File: src/rtl/acc_core_pkg.sv
package acc_core_pkg;

  typedef enum logic [1:0] {
    ST_FETCH = 2'd0,
    ST_EXEC  = 2'd1,
    ST_OPND  = 2'd2,
    ST_HALT  = 2'd3
  } phase_e;

  typedef enum logic [1:0] {
    ALU_PASS = 2'd0,
    ALU_ADD  = 2'd1,
    ALU_SUB  = 2'd2
  } alu_op_e;

  // control word produced from the opcode field
  typedef struct packed {
    logic    reads_mem;
    logic    writes_mem;
    alu_op_e alu;
    logic    jump_always;
    logic    jump_sign;
    logic    jump_nz;
    logic    stop;
  } ctrl_t;

endpackage

File: src/rtl/acc_core_decode.sv
module acc_core_decode
  import acc_core_pkg::*;
#(
  parameter int OPC_W = 4
) (
  input  logic [OPC_W-1:0] opcode,
  output ctrl_t            ctrl
);

  always_comb begin
    ctrl = '{reads_mem: 1'b0, writes_mem: 1'b0, alu: ALU_PASS,
             jump_always: 1'b0, jump_sign: 1'b0, jump_nz: 1'b0, stop: 1'b0};
    case (opcode)
      OPC_W'(0): ctrl.reads_mem = 1'b1;
      OPC_W'(1): ctrl.writes_mem = 1'b1;
      OPC_W'(2): begin ctrl.reads_mem = 1'b1; ctrl.alu = ALU_ADD; end
      OPC_W'(3): begin ctrl.reads_mem = 1'b1; ctrl.alu = ALU_SUB; end
      OPC_W'(4): ctrl.jump_always = 1'b1;
      OPC_W'(5): ctrl.jump_sign = 1'b1;
      OPC_W'(6): ctrl.jump_nz = 1'b1;
      OPC_W'(7): ctrl.stop = 1'b1;
      default: ;  // unassigned codes behave as no-ops
    endcase
  end

endmodule

File: src/rtl/acc_core_branch.sv
module acc_core_branch #(
  parameter int DATA_W      = 16,
  parameter bit JUMP_STRICT = 1'b0
) (
  input  logic [DATA_W-1:0] acc,
  input  logic              jump_always,
  input  logic              jump_sign,
  input  logic              jump_nz,
  output logic              take
);

  logic nonzero;
  logic sign_ok;

  assign nonzero = |acc;

  generate
    if (JUMP_STRICT) begin : g_strict
      assign sign_ok = !acc[DATA_W-1] && nonzero;
    end else begin : g_nonneg
      assign sign_ok = !acc[DATA_W-1];
    end
  endgenerate

  assign take = jump_always | (jump_sign & sign_ok) | (jump_nz & nonzero);

endmodule

File: src/rtl/acc_core_datapath.sv
module acc_core_datapath
  import acc_core_pkg::*;
#(
  parameter int DATA_W = 16
) (
  input  logic              clk,
  input  logic              rst,
  input  logic              acc_we,
  input  alu_op_e           alu_op,
  input  logic [DATA_W-1:0] opnd,
  output logic [DATA_W-1:0] acc
);

  logic [DATA_W-1:0] acc_next;

  always_comb begin
    case (alu_op)
      ALU_ADD: acc_next = acc + opnd;
      ALU_SUB: acc_next = acc - opnd;
      default: acc_next = opnd;
    endcase
  end

  always_ff @(posedge clk) begin
    if (rst) acc <= '0;
    else if (acc_we) acc <= acc_next;
  end

  // accumulator only moves on an operand cycle
  a_r10_acc_hold: assert property (@(posedge clk) disable iff (rst)
    !acc_we |=> $stable(acc));

endmodule

File: src/rtl/acc_core.sv
module acc_core
  import acc_core_pkg::*;
#(
  parameter int DATA_W      = 16,
  parameter int ADDR_W      = 12,
  parameter bit JUMP_STRICT = 1'b0
) (
  input  logic              clk,
  input  logic              rst,
  output logic [ADDR_W-1:0] mem_addr,
  output logic [DATA_W-1:0] mem_wdata,
  output logic              mem_we,
  input  logic [DATA_W-1:0] mem_rdata,
  output logic              halted
);

  localparam int OPC_W = DATA_W - ADDR_W;

  phase_e            phase, phase_n;
  logic [ADDR_W-1:0] pc, pc_n;
  logic [ADDR_W-1:0] operand;
  logic [DATA_W-1:0] acc;
  ctrl_t             ctrl_now;
  alu_op_e           alu_held;
  logic              acc_we;
  logic              take;

  assign operand = mem_rdata[ADDR_W-1:0];

  acc_core_decode #(.OPC_W(OPC_W)) u_dec (
    .opcode (mem_rdata[DATA_W-1 -: OPC_W]),
    .ctrl   (ctrl_now)
  );

  acc_core_branch #(.DATA_W(DATA_W), .JUMP_STRICT(JUMP_STRICT)) u_br (
    .acc         (acc),
    .jump_always (ctrl_now.jump_always),
    .jump_sign   (ctrl_now.jump_sign),
    .jump_nz     (ctrl_now.jump_nz),
    .take        (take)
  );

  acc_core_datapath #(.DATA_W(DATA_W)) u_dp (
    .clk    (clk),
    .rst    (rst),
    .acc_we (acc_we),
    .alu_op (alu_held),
    .opnd   (mem_rdata),
    .acc    (acc)
  );

  always_comb begin
    phase_n  = phase;
    pc_n     = pc;
    mem_addr = pc;
    mem_we   = 1'b0;
    acc_we   = 1'b0;
    case (phase)
      ST_FETCH: begin
        pc_n    = pc + 1'b1;
        phase_n = ST_EXEC;
      end
      ST_EXEC: begin
        if (ctrl_now.stop) begin
          phase_n = ST_HALT;
        end else if (ctrl_now.reads_mem) begin
          mem_addr = operand;
          phase_n  = ST_OPND;
        end else if (ctrl_now.writes_mem) begin
          mem_addr = operand;
          mem_we   = 1'b1;
          phase_n  = ST_FETCH;
        end else begin
          if (take) pc_n = operand;
          phase_n = ST_FETCH;
        end
      end
      ST_OPND: begin
        acc_we  = 1'b1;
        phase_n = ST_FETCH;
      end
      default: phase_n = ST_HALT;
    endcase
  end

  always_ff @(posedge clk) begin
    if (rst) begin
      phase    <= ST_FETCH;
      pc       <= '0;
      alu_held <= ALU_PASS;
    end else begin
      phase <= phase_n;
      pc    <= pc_n;
      if (phase == ST_EXEC) alu_held <= ctrl_now.alu;
    end
  end

  assign mem_wdata = acc;
  assign halted    = (phase == ST_HALT);

  a_r9_halt_sticky: assert property (@(posedge clk) disable iff (rst)
    halted |=> halted);
  a_r9_quiet_halted: assert property (@(posedge clk) disable iff (rst)
    halted |-> !mem_we);
  a_r4_single_write: assert property (@(posedge clk) disable iff (rst)
    mem_we |=> !mem_we);
  a_r11_opnd_then_fetch: assert property (@(posedge clk) disable iff (rst)
    (phase == ST_OPND) |=> (phase == ST_FETCH));
  a_r2_fetch_advances: assert property (@(posedge clk) disable iff (rst)
    (phase == ST_FETCH) |=> (pc == $past(pc) + 1'b1));
  a_r6_jump_lands: assert property (@(posedge clk) disable iff (rst)
    (phase == ST_EXEC && ctrl_now.jump_always) |=> (pc == $past(operand)));
  a_r7_sign_jump: assert property (@(posedge clk) disable iff (rst)
    (phase == ST_EXEC && ctrl_now.jump_sign && !acc[DATA_W-1] &&
     (acc != '0 || JUMP_STRICT == 1'b0)) |=> (pc == $past(operand)));
  a_r7_negative_falls_through: assert property (@(posedge clk) disable iff (rst)
    (phase == ST_EXEC && ctrl_now.jump_sign && acc[DATA_W-1]) |=> $stable(pc));

endmodule

File: config.mk
export PLATFORM = sky130hd
export DESIGN_NAME = acc_core
export DESIGN_NICKNAME = d
export VERILOG_FILES = /design/src/rtl/acc_core_pkg.sv /design/src/rtl/acc_core_decode.sv /design/src/rtl/acc_core_branch.sv /design/src/rtl/acc_core_datapath.sv /design/src/rtl/acc_core.sv
export SDC_FILE = /design/constraint.sdc
export NUM_CORES = 1
export LEC_CHECK = 0
export BUFFER_PORTS_ARGS = -buffer_cell sky130_fd_sc_hd__buf_2
export CAP_MARGIN = 10
export CORE_MARGIN = 3
export CORE_UTILIZATION = 25
export CTS_CLUSTER_SIZE = 40
export DETAILED_ROUTE_END_ITERATION = 16
export SYNTH_ARGS = -nofsm -noshare
export SYNTH_HDL_FRONTEND = slang
export SYNTH_SLANG_ARGS = --single-unit
export TNS_END_PERCENT = 1
File: constraint.sdc
create_clock -name clk -period 3 [get_ports clk]
set_clock_uncertainty 0.05 [all_clocks]
set_input_delay 0.45 -clock clk [delete_from_list [all_inputs] [get_ports clk]]
set_output_delay 0.45 -clock clk [all_outputs]
set_load 0.05 [all_outputs]
### Word-level counts from Yosys, hierarchy flattened

Cells that the tools add are included.

| cells by class | value |
|---|---|
| add/subtract/negate cells | 3 |
| multipliers | 0 |
| div/mod/pow operators | 0 |
| $lt $le $gt $ge | 0 |
| equal/unequal tests | 16 |
| shift operators | 0 |
| multiplexer cells | 25 |
| bitwise operators | 4 |
| reductions and logical operators | 7 |

Operator list:

| cell | count |
|---|---|
| two-way mux 12 bit | 8 |
| case mux 16 bit (2 select lines) | 1 |
| case mux 12 bit (2 select lines) | 1 |
| adder 16 bit | 1 |
| equality test 4 x 3 -> 1 bit, second input constant | 4 |
| OR reduction 16 bit | 1 |
| subtractor 16 bit | 1 |
| adder 12 x 1 -> 12 bit, second input constant | 1 |
| two-way mux 1 bit | 11 |
| equality test 4 x 2 -> 1 bit, second input constant | 2 |
| != test 2 bit, second input constant | 4 |
| equality test 2 bit, second input constant | 3 |
| case mux 2 bit (3 select lines) | 1 |
| AND reduction 5 bit | 1 |
| equality test 2 x 1 -> 1 bit, second input constant | 2 |
| equality test 4 x 1 -> 1 bit, second input constant | 1 |
| logical NOT 4 bit | 1 |
| two-way mux 2 bit | 2 |
| case mux 2 bit (2 select lines) | 1 |
| OR reduction 3 bit | 1 |
| bitwise AND 1 bit | 2 |
| logical NOT 2 bit | 1 |
| bitwise OR 1 bit | 2 |
| nonzero test 2 bit | 1 |
| logical NOT 1 bit | 1 |

| storage, ports and cells | value |
|---|---|
| register bits | 32 |
| latch bits | 0 |
| RAM bits | 0 |
| memory bits (read-only) | 0 |
| output and inout port bits | 30 |
| word-level logic and storage cells | 59 |
| memories kept | 0 |

### Logic depth before layout (Yosys ltp)

| logic depth | value |
|---|---|
| depth after elaboration | 10 |
| depth in mapped cells | 15 |

### By module

From an unflattened synthesis, not the netlist that was laid out.

| unflattened totals | value |
|---|---|
| cells, all modules | 377 |
| area total of the unflattened synthesis | 2,975.4 um^2 |

By module, submodules not included:

| module | instances | cells each | area an instance (um^2) | sequential area each (um^2) |
|---|---|---|---|---|
| acc_core_datapath | 1 | 234 | 1,786.7 | 320.3 |
| acc_core | 1 | 124 | 1,059.8 | 320.3 |
| acc_core_decode | 1 | 12 | 71.3 | 0.0 |
| acc_core_branch | 1 | 7 | 57.6 | 0.0 |

### Worst setup path before layout

OpenSTA, ideal clock, no wires.

| timing | value |
|---|---|
| path type | reg-to-output |
| start point | register phase[1] |
| end point | output mem_we |
| arrival | 2,351 ps |
| required time | 2,500 ps |
| slack | 149 ps |
| stages on the path, launching flop included | 6 |
| buffers on the path | 2 |
| cells stage by stage | dfxtp_1 > buf_2 > nand2b_1 > nor3_2 > buf_4 > nor3b_1 |

| on the way | value |
|---|---|
| longest elaborated chain between the ends | 2 |

RTL lines:

| what | RTL line | text |
|---|---|---|
| start: declaration | acc_core.sv:19 | `phase_e phase, phase_n;` |
| start signal: assignment | acc_core.sv:92 | `phase <= phase_n;` |
| equality test 2 x 1 -> 1 bit | acc_core.sv:58 | `case (phase)` |
| two-way mux 1 bit | acc_core.sv:58 |  |
| end: declaration | acc_core.sv:12 | `output logic mem_we,` |

No other way between the ends.

### Worst setup path in the final report

| timing | value |
|---|---|
| start point | input mem_rdata[0] |
| end point | register u_dp.acc[15] |

| on the way | value |
|---|---|
| longest elaborated chain between the ends | 2 |

RTL lines:

| what | RTL line | text |
|---|---|---|
| start: declaration | acc_core.sv:13 | `input logic [DATA_W-1:0] mem_rdata,` |
| subtractor 16 bit / adder 16 bit (equally long branches) | acc_core_datapath.sv:19, acc_core_datapath.sv:18 |  |
| case mux 16 bit (2 select lines) (*) | acc_core_datapath.sv:17 | `case (alu_op)` |
| end signal: assignment | acc_core_datapath.sv:26 | `else if (acc_we) acc <= acc_next;` |
| end: declaration | acc_core_datapath.sv:11 | `output logic [DATA_W-1:0] acc` |

Every way passes the cells marked *; elsewhere a longest branch is shown, timed or not.
A chain may end at the register's enable or synchronous reset.

==> impl_metrics.yaml <==
sta:
  max_freq_mhz: 368.6
  worst_slew_pin_slew_ns: 0.9469
  timing.final.max_slew_violations: 0
  whs_ns: 0.4668
  hold_viol_final: 0
  period_share: 0.9044
  fin_crit_ns: 2.713
  max_slew_margin: 0.3687
  report.final.setup_viol: 0
  rsz0062_at_grt: "false"
setup_path:
  worst-endpoint-arrival_ns: 2.84
  cp_max_fo: 4
  critPathLaunchType: "input port"
  worst_path_dominant_cell_family: "compound AO/OA/AOI/OAI gates"
  series_of_cell_instances_along_the_critical_path: "buf_2 -> inv_1 -> ha_1 -> nor2b_1 -> nand2_1 -> nor2_2 -> a21oi_1 -> xnor2_1 -> ha_1 -> a21oi_1 -> o21ai_0 -> a31oi_1 -> nand2_1 -> a31oi_1 -> xnor2_1 -> o21ai_1"
  worst-path-stages: 16
  critPathCapture: "u_dp.acc[15]"
  reg2reg_slack_ns: 0.33
  critical_path.n_buffers_inverters: 2
  reg2reg_depth: 13
  cp_slowest_stage_delay_ns: 0.29
  path_type_of_the_worst_setup_path: "in2reg"
  regToRegEndpoint: "u_dp.acc[12]"
  critPathRequiredTime_ns: 3.12
  reg2reg_from: "alu_held[0]"
  critical_path.endpoint_type: "flip-flop"
  cpMaxStageDelayCell: "ha_1"
  crit_path_start: "mem_rdata[0]"
clock_tree:
  tritoncts_num_sinks: 32
  ctsLongestPathBuffers: 2
  clock_root_buffer_master: "clkbuf_8"
  worstSkewPairLatency_ns: 0.29
  tritoncts.num_buffers: 5
  hold_buffers: 0
  htreeDepth: 2
  cts_tree: "yes"
  cts_post_setup_buffers_inserted: 0
  clk_pin_slew_worst_paths_ns: 0.07
power:
  swShare: 0.3713
  clock_power_share: 0.300
  pwr-share-comb: 0.317
  power.static_leakage_nw: 1.380
  p_switching_uw: 457.8
  intPower_uw: 774.9
  seqPwrFrac: 0.383
  vdd_drop_max_mv: 0.1688
  power_density_nw_per_um2: 376.8
logic_synthesis:
  synth_sequential_area_ratio: 0.2343
  synth_cell_types: 54
  synth.avg_cell_area_um2: 7.947
  syn-num-nets: 381
  netlist_instances: 344
  synth.ff_latch_count: 32
  netlist.area_leader.share: 0.2343
  yosys.area.top_type: "dfxtp_1"
  netlist_top_cells_area: "dfxtp_1 (23%), ha_1 (8.2%), xnor2_1 (6.7%), mux2_2 (5.8%), o21ai_0 (5.1%)"
  syn_std_cell_area_um2: 2734
  synth_warnings: 0
global_routing:
  track_usage: 0.1388
  grt_first_pass_wirelength_um: 14070
  first_global_vias: 2739
  global_route.overflow_total: 0
  grt_antenna_before_repair: 0
  grt_max_degree: 24
placement:
  dpl.hpwl_um: 6449
  port-buffer-count: 47
  gp_congestion: 0.9062
  dp.cells: 527
layout:
  post_route_cells_drive_above_1_share: 0.2481
  ff_latch_area_um2: 640.6
  finalCoreUtilization: 0.3127
  layout.filler_cells: 1168
  area_growth_syn_to_layout_pct: 19.68
  finalNonFillerCells: 535
  layout_common_cells: "buf_2 (47), dfxtp_1 (32), nor2_1 (31)"
  layout.cells.most_common: "buf_2"
  layout.nets: 435
  antennaDiodeCount: 0
  multi_input_comb_area_um2: 1967
run:
  max_capacitance_violation_count: 0
detailed_routing:
  dr.first_iter.drc_count: 212
  route.final.wire_length_um: 8489
  drt_first_pass_iters: 5
  drt_drc_violations_left: 0
  postRouteAntennaNets: 0
  avgRoutedWirePerCell_um: 15.87
  vias_per_cell: 5.153
  detailroute.via_count: 2757
floorplan:
  floorplan.initialDensity: 0.2613
  core_area_um2: 10460
  top_level_port_count: 48
  floorplan.die_area_um2: 12230
  fp.dieW_um: 110.6
  row_count: 37
  floorplan_die_height_um: 110.6
min_path:
  hold_path_startpoint: "alu_held[1]"
  worst_hold_path_type: "reg2reg"
status:
  status: "finished, final reports clean"
[logic make-up after synthesis]
logic type / after synthesis / synth area share
compound gates: 119 / 0.2897
simple gates: 102 / 0.1858
flops: 32 / 0.2343
buf+inv: 29 / 0.04897
xor+xnor: 27 / 0.08650
fa+ha+maj: 19 / 0.08970
mux: 16 / 0.06499
[metrics by stage]
stage	power (mW)	cell area (µm²)	setup TNS, ns	worst slack (ns)
3_3_place_gp	0.8632	3174	0	0.005143
6_report	1.233	3272	0	0.2868
2_1_floorplan	0.7673	2734	0	0.1489
3_5_place_dp	0.8704	3174	-0.08306	-0.06896
4_1_cts	1.238	3264	0	0.2149
5_1_grt	1.297	3272	0	0.004361
[cells in the mapped netlist (all sizes together)]
cell type and instances:
a211oi 6, a21bo 1, a21boi 2, a21o 4, a21oi 27, a22o 8, a22oi 14, a311oi 1
a31oi 6, a32o 1, a32oi 4, a41oi 3, and2 4, and3 3, buf 8, clkbuf 8
dfxtp 32, fa 1, ha 18, inv 13, mux2 14, mux2i 2, nand2 28, nand2b 4
nand3 5, nand3b 1, nand4 2, nor2 34, nor2b 2, nor3 8, nor3b 3, nor4 5
o211ai 2, o21a 1, o21ai 34, o21bai 1, o31a 1, o31ai 2, o41ai 1, or3 3
xnor2 21, xor2 6
[layout make-up]
cell class | instances | area share
Tap cell | 136 | 0.05201
Sequential cell | 32 | 0.1958
Timing Repair Buffer | 63 | 0.1086
Multi-Input combinational cell | 283 | 0.6011
Inverter | 13 | 0.01491
Clock buffer | 8 | 0.02753
[sequential cells by signal (all words and copies together), names as in the netlist]
name and cells:
alu_held 2, pc 12, phase 2, u_dp.acc 16
[worst min-delay path by stage]
stage	endpoint	slack (ns)	cells past startpoint
floorplan	alu_held[0]	0.40	2
global placement	alu_held[1]	0.43	2
detailed placement	alu_held[0]	0.43	2
CTS	alu_held[0]	0.45	2
global route	alu_held[1]	0.48	2
finish	alu_held[1]	0.47	2
[power groups by stage]
stage,clock (mW),combinational (mW),sequential (mW)
after global placement,0,0.382,0.481
after floorplan,0,0.282,0.485
after detailed placement,0,0.389,0.482
after CTS,0.376,0.390,0.472
final,0.370,0.390,0.472
after global routing,0.392,0.429,0.476
[worst reg2reg max path, stage by stage, from the launching register on]
cell	delay, ns
dfxtp_1	0.34
inv_1	0.05
ha_1	0.24
buf_4	0.20
a21oi_1	0.16
xnor2_1	0.09
ha_1	0.32
o21ai_0	0.16
o211ai_1	0.25
nand3_1	0.13
o21ai_1	0.20
a21oi_1	0.12
xor2_1	0.15
o21ai_0	0.13
[per-layer routing]
layer,GRT usage,wire [µm]
met2,0.2140,3804
met3,0.02521,414
met4,0.03612,117
met5,0,0
met1,0.1988,4152
[timing repair]
item                                    in CTS  in global routing
resized for setup                            0                  3
endpoints found under the setup margin       0                  4
endpoints found under the hold margin        0                  0
(Power assumes the default switching activity.)
